==> config.mk <==
export PLATFORM = sky130hd
export DESIGN_NAME = acq_pacer_engine
export DESIGN_NICKNAME = d
export VERILOG_FILES = /design/src/rtl/acq_timing_pkg.sv /design/src/rtl/acq_down_counter.sv /design/src/rtl/acq_run_ctrl.sv /design/src/rtl/acq_burst_seq.sv /design/src/rtl/acq_pacer_engine.sv
export SDC_FILE = /design/constraint.sdc
export NUM_CORES = 1
export LEC_CHECK = 0
export ABC_AREA = 1
export BUFFER_PORTS_ARGS = -buffer_cell sky130_fd_sc_hd__buf_4
export CAP_MARGIN = 25
export CELL_PAD_IN_SITES_DETAIL_PLACEMENT = 0
export CELL_PAD_IN_SITES_GLOBAL_PLACEMENT = 1
export CORE_ASPECT_RATIO = 1.2
export CORE_MARGIN = 2
export CORE_UTILIZATION = 41
export CTS_CLUSTER_SIZE = 14
export DETAILED_ROUTE_END_ITERATION = 8
export PLACE_DENSITY_LB_ADDON = 0.1
export SETUP_SLACK_MARGIN = 0.3
export SYNTH_ARGS = -nofsm -noshare
export SYNTH_HDL_FRONTEND = slang
export SYNTH_HIERARCHICAL = 1
export SYNTH_SLANG_ARGS = --single-unit
==> constraint.sdc <==
create_clock -name clk -period 2.85 [get_ports clk]
set_input_delay 0.285 -clock clk [delete_from_list [all_inputs] [get_ports clk]]
set_output_delay 0.285 -clock clk [all_outputs]
set_load 0.01 [all_outputs]
==> src/rtl/acq_timing_pkg.sv <==
package acq_timing_pkg;

    typedef enum logic [1:0] {
        CONV_SW    = 2'd0,
        CONV_PACER = 2'd1,
        CONV_BURST = 2'd2
    } conv_src_e;

    typedef enum logic {
        PSTART_SW  = 1'b0,
        PSTART_EXT = 1'b1
    } pstart_e;

    typedef enum logic {
        PSTOP_SW   = 1'b0,
        PSTOP_HOLD = 1'b1
    } pstop_e;

    typedef enum logic [1:0] {
        BSTART_NONE  = 2'd0,
        BSTART_PACER = 2'd1,
        BSTART_EXT   = 2'd2,
        BSTART_OFF   = 2'd3
    } bstart_e;

    typedef struct packed {
        logic run;
        logic halted;
    } run_state_t;

endpackage

==> src/rtl/acq_down_counter.sv <==
module acq_down_counter #(
    parameter int W = 16
) (
    input  logic         clk,
    input  logic         rst,
    input  logic         load_full,
    input  logic         load_zero,
    input  logic         step,
    input  logic [W-1:0] reload_val,
    output logic         at_zero
);
    logic [W-1:0] cnt;
    logic [W-1:0] eff;

    // divisor below 2 is not allowed: a programmed 0 acts as 1
    assign eff     = (reload_val == '0) ? W'(1) : reload_val;
    assign at_zero = (cnt == '0);

    always_ff @(posedge clk) begin
        if (rst)
            cnt <= '0;
        else if (load_full)
            cnt <= eff;
        else if (load_zero)
            cnt <= '0;
        else if (step)
            cnt <= (cnt == '0) ? eff : cnt - 1'b1;
    end
endmodule

==> src/rtl/acq_run_ctrl.sv <==
module acq_run_ctrl
    import acq_timing_pkg::*;
(
    input  logic       clk,
    input  logic       rst,
    input  logic       start_evt,
    input  logic       stop_evt,
    input  logic       halt_evt,
    output run_state_t state
);
    always_ff @(posedge clk) begin
        if (rst) begin
            state <= '0;
        end else if (halt_evt) begin
            state.run    <= 1'b0;
            state.halted <= 1'b1;
        end else if (start_evt) begin
            state.run    <= 1'b1;
            state.halted <= 1'b0;
        end else if (stop_evt) begin
            state.run    <= 1'b0;
        end
    end
endmodule

==> src/rtl/acq_burst_seq.sv <==
module acq_burst_seq #(
    parameter int SCAN_W = 8
) (
    input  logic              clk,
    input  logic              rst,
    input  logic              trigger,
    input  logic              abort,
    input  logic              bc_zero,
    input  logic [SCAN_W-1:0] scan_len_m1,
    output logic              accept,
    output logic              active,
    output logic              fire
);
    logic [SCAN_W-1:0] remain;

    assign accept = trigger & ~active & ~abort;
    assign fire   = active & bc_zero & ~abort;

    always_ff @(posedge clk) begin
        if (rst) begin
            active <= 1'b0;
            remain <= '0;
        end else if (abort) begin
            active <= 1'b0;
        end else if (accept) begin
            active <= 1'b1;
            remain <= scan_len_m1;
        end else if (fire) begin
            if (remain == '0)
                active <= 1'b0;
            else
                remain <= remain - 1'b1;
        end
    end
endmodule

==> src/rtl/acq_pacer_engine.sv <==
module acq_pacer_engine
    import acq_timing_pkg::*;
#(
    parameter int PACE_W  = 24,
    parameter int BURST_W = 10,
    parameter int ABOUT_W = 16,
    parameter int SCAN_W  = 8
) (
    input  logic               clk,
    input  logic               rst,
    input  logic [PACE_W-1:0]  pace_div_m1,
    input  logic [BURST_W-1:0] burst_div_m1,
    input  logic [ABOUT_W-1:0] about_div_m1,
    input  logic [SCAN_W-1:0]  scan_len_m1,
    input  logic [1:0]         conv_src,
    input  logic               pace_start_src,
    input  logic               pace_stop_src,
    input  logic [1:0]         burst_start_src,
    input  logic               about_stop_en,
    input  logic               sw_start_rd,
    input  logic               sw_stop_wr,
    input  logic               sw_conv,
    input  logic               ext_pace_trig,
    input  logic               ext_burst_trig,
    input  logic               fifo_full,
    output logic               conv_strobe,
    output logic               about_event,
    output logic               halted,
    output logic               pacer_running
);
    conv_src_e  csel;
    pstart_e    psel;
    pstop_e     ssel;
    bstart_e    bsel;
    run_state_t st;

    logic start_evt, stop_evt, halt_evt;
    logic pace_zero, pace_tick;
    logic burst_trig, burst_accept, burst_active, burst_fire, burst_zero;
    logic about_zero, about_tc;
    logic conv_req, conv_fire;

    assign csel = conv_src_e'(conv_src);
    assign psel = pstart_e'(pace_start_src);
    assign ssel = pstop_e'(pace_stop_src);
    assign bsel = bstart_e'(burst_start_src);

    always_comb begin
        start_evt = (psel == PSTART_SW) ? sw_start_rd : (ext_pace_trig & ~st.run);
        stop_evt  = sw_stop_wr & (ssel == PSTOP_SW);
        pace_tick = st.run & pace_zero;
        unique case (bsel)
            BSTART_PACER: burst_trig = pace_tick;
            BSTART_EXT:   burst_trig = ext_burst_trig;
            default:      burst_trig = 1'b0;
        endcase
        unique case (csel)
            CONV_SW:    conv_req = sw_conv;
            CONV_PACER: conv_req = pace_tick;
            CONV_BURST: conv_req = burst_fire;
            default:    conv_req = 1'b0;
        endcase
        conv_fire = conv_req & ~st.halted & ~fifo_full;
        about_tc  = conv_fire & about_zero;
        halt_evt  = (fifo_full & st.run) | (about_tc & ~about_stop_en);
    end

    acq_run_ctrl u_run (
        .clk       (clk),
        .rst       (rst),
        .start_evt (start_evt),
        .stop_evt  (stop_evt),
        .halt_evt  (halt_evt),
        .state     (st)
    );

    acq_down_counter #(.W(PACE_W)) u_pace_cnt (
        .clk        (clk),
        .rst        (rst),
        .load_full  (start_evt),
        .load_zero  (1'b0),
        .step       (st.run),
        .reload_val (pace_div_m1),
        .at_zero    (pace_zero)
    );

    acq_down_counter #(.W(BURST_W)) u_burst_cnt (
        .clk        (clk),
        .rst        (rst),
        .load_full  (1'b0),
        .load_zero  (burst_accept),
        .step       (burst_active),
        .reload_val (burst_div_m1),
        .at_zero    (burst_zero)
    );

    acq_burst_seq #(.SCAN_W(SCAN_W)) u_burst_seq (
        .clk         (clk),
        .rst         (rst),
        .trigger     (burst_trig),
        .abort       (st.halted),
        .bc_zero     (burst_zero),
        .scan_len_m1 (scan_len_m1),
        .accept      (burst_accept),
        .active      (burst_active),
        .fire        (burst_fire)
    );

    acq_down_counter #(.W(ABOUT_W)) u_about_cnt (
        .clk        (clk),
        .rst        (rst),
        .load_full  (start_evt),
        .load_zero  (1'b0),
        .step       (conv_fire),
        .reload_val (about_div_m1),
        .at_zero    (about_zero)
    );

    always_ff @(posedge clk) begin
        if (rst) begin
            conv_strobe <= 1'b0;
            about_event <= 1'b0;
        end else begin
            conv_strobe <= conv_fire;
            about_event <= about_tc;
        end
    end

    assign halted        = st.halted;
    assign pacer_running = st.run;
endmodule

==> flow_summary.json <==
{
  "remaining_drc_errors": 0,
  "powerDensity_nw_per_um2": 532,
  "critPathRequiredTime_ns": 3.09,
  "ctsHoldBuffers": 0,
  "ant_nets": 0,
  "grt_usage_pct": 22.9,
  "hp-class": "primary input to flop",
  "wl_mm": 16.6,
  "num_vias": 6036,
  "ys_warn_count": 6,
  "antennaDiodeCount": 0,
  "status": "finished, final reports clean",
  "cp-end-kind": "flop",
  "cp-start-kind": "flop",
  "io_pins": 77,
  "worstMarginPinSlew_ns": 0.725,
  "grt_pass1_vias": 5781,
  "grt_max_degree": 32,
  "clk-insertion-delay-late_ns": 0.34,
  "synth_ff_type": "dfxtp_1",
  "viasPerCell": 5.11,
  "setup_viol_count_final": 0,
  "portBuffers": 76,
  "setup_tns_ns": 0,
  "setup_ws_ns": 0.537,
  "initial_core_util_pct": 42.3,
  "hold_violations": 0,
  "final_common_cell": "nand2_1",
  "clockBufferDepth": 2,
  "ys_types": 35,
  "synth_enable_flop_cells": 0,
  "syn_area_per_cell_sq_um": 6.03,
  "drt_iter0_drc": 323,
  "rr_endpoint": "u_burst_cnt/cnt[4]$_SDFFE_PP0P_",
  "antenna_found_initial": 0,
  "wl_per_cell_um": 14.1,
  "rsz0062_at_grt": "no",
  "fin_skew_ns": 0.00673,
  "grt_overflow": 0,
  "drive_above_1_share_pct": 20.1,
  "area_growth_pct": 18.2,
  "fp.dieW_um": 111,
  "relSlewSlack_pct": 51.6,
  "gp_congestion": 0.898,
  "die_h_um": 133,
  "maxCapViolations": 0,
  "htreeDepth": 3,
  "core.rowCount": 46,
  "layout_common_cells": "202 x nand2_1, 117 x inv_1, 108 x nor2_1, 103 x nand3_1, 94 x a21oi_1",
  "dp_hpwl_mm": 12.4,
  "worstSetupStartpoint": "u_pace_cnt/cnt[0]$_SDFFE_PP0P_",
  "path_class": "flop to flop",
  "die-area_sq_um": 14700,
  "fin_util_pct": 49.9,
  "syn_inst": 935,
  "ff2ff_path_depth": 16,
  "netlist_area_sq_um": 5640,
  "p_leak_nw": 3.22,
  "fin_total_pwr_w": 0.00355,
  "ys_async_sr_fraction_pct": 0,
  "clk_pin_slew_ns": 0.06,
  "synth_seq_cells": 63,
  "fp.coreArea_sq_um": 13400,
  "yosysSeqAreaShare_pct": 22.4,
  "cts_buffers": 9,
  "cts_tree": "yes",
  "r2r-start": "u_pace_cnt/cnt[0]$_SDFFE_PP0P_",
  "irDropWorstVdd_v": 0.000236,
  "arrival_ns": 2.55,
  "nets": 1090,
  "pre_cts_ws_ns": 0.282,
  "period_share_pct": 81.2,
  "max_freq_ghz": 0.432,
  "cts.sinks": 63,
  "cts_root_buf": "clkbuf_16",
  "endpoint": "u_burst_cnt/cnt[4]$_SDFFE_PP0P_",
  "reg2reg_slack_ns": 0.54,
  "fin_crit_ns": 2.31,
  "grt_pass1_wl_mm": 27.7,
  "drv_slew": 0,
  "drt_first_pass_iters": 5,
  "worst-path-max-fanout": 10
}
[synthesized netlist by cell type (all sizes together) (3+ instances only)]
library cell	n	area (sq um)
buf	15	118
o211ai	6	70.1
nor2	144	781
dfxtp	63	1260
nand4	14	87.6
nand3	110	603
inv	133	499
nand2	226	933
xor2	6	52.6
ha	9	113
a21oi	105	563
clkinv	3	13.8
o21ai	76	384
nand3b	9	67.6
clkbuf	10	47.5
nor3	3	26.3
[cell type report]
| type | instances | area (sq um) |
|---|---|---|
| timing repair buffer | 84 | 631 |
| clock inverter | 5 | 56.3 |
| inverter | 136 | 522 |
| clock buffer | 11 | 253 |
| sequential | 63 | 1260 |
| multi-input combinational | 714 | 3740 |
| tap | 168 | 210 |
| fill | 1463 | 6680 |
[how the worst min path moves through the flow]
stage	from	end	slack [ns]	depth (start not counted)
5_1_grt	rst	u_run/state[0]$_SDFFE_PP0P_	0.21	2
2_1_floorplan	rst	u_run/state[0]$_SDFFE_PP0P_	0.35	1
3_5_place_dp	u_burst_seq/remain[0]$_SDFFE_PP0P_	u_burst_seq/remain[0]$_SDFFE_PP0P_	0.48	2
6_report	rst	u_run/state[0]$_SDFFE_PP0P_	0.20	2
3_3_place_gp	u_burst_seq/remain[0]$_SDFFE_PP0P_	u_burst_seq/remain[0]$_SDFFE_PP0P_	0.47	2
4_1_cts	rst	u_run/state[0]$_SDFFE_PP0P_	0.19	2
[registers in the layout (all words and copies together) (netlist names)]
signal / flops
about_event: 1
conv_strobe: 1
u_about_cnt/cnt: 16
u_burst_cnt/cnt: 10
u_burst_seq/active: 1
u_burst_seq/remain: 8
u_pace_cnt/cnt: 24
u_run/state: 2
[power by group]
group	total, W	leakage [nW]	internal [W]	switching [W]
sequential	0.00108	0.520	0.000968	0.000114
clock	0.00117	0.152	0.000723	0.000443
combinational	0.00130	2.55	0.000473	0.000830
[cell families (layout without fill, tap and decap cells)]
kind of cell,Yosys count,after routing,share of synthesized area [%]
AOI/OAI and AO/OA,187,187,18.0
xor gates and xnor gates,8,8,1.24
adders and majority gates,9,9,2.00
buffers and inverters,161,236,12.0
DFF,63,63,22.4
other,1,4,0.0665
and+or+nand+nor,506,506,44.3
[through the flow]
step                hold WS, ns  std cells  instance area [sq um]
floorplan                 0.347        938                   5650
CTS                       0.192       1181                   6650
finish                    0.199       1181                   6670
detailed placement        0.476       1165                   6340
global route              0.210       1181                   6670
global placement          0.468       1165                   6340
[repair_timing]
item	in CTS	in global routing
endpoints found under the setup margin	5	26
gates resized for setup	1	9
setup buffers	0	0
[routing by layer]
layer | GRT usage [%] | part of all wire [%]
met4 | 8.71 | 2.1
met1 | 28.5 | 45
met3 | 2.52 | 3.0
met5 | 0 | 0
met2 | 40.8 | 50
[critical path: stages, from the launching register on]
cell,delay (ns)
dfxtp_1,0.32
inv_1,0.13
ha_1,0.20
nand3_1,0.09
nor2_2,0.16
nand3_4,0.10
clkinvlp_4,0.13
nand3_1,0.09
a21oi_2,0.14
nand3_2,0.09
inv_1,0.08
inv_1,0.06
nand2_1,0.14
nor2_1,0.08
buf_4,0.18
a21oi_1,0.14
a21oi_1,0.08
(Power assumes the default switching activity.)
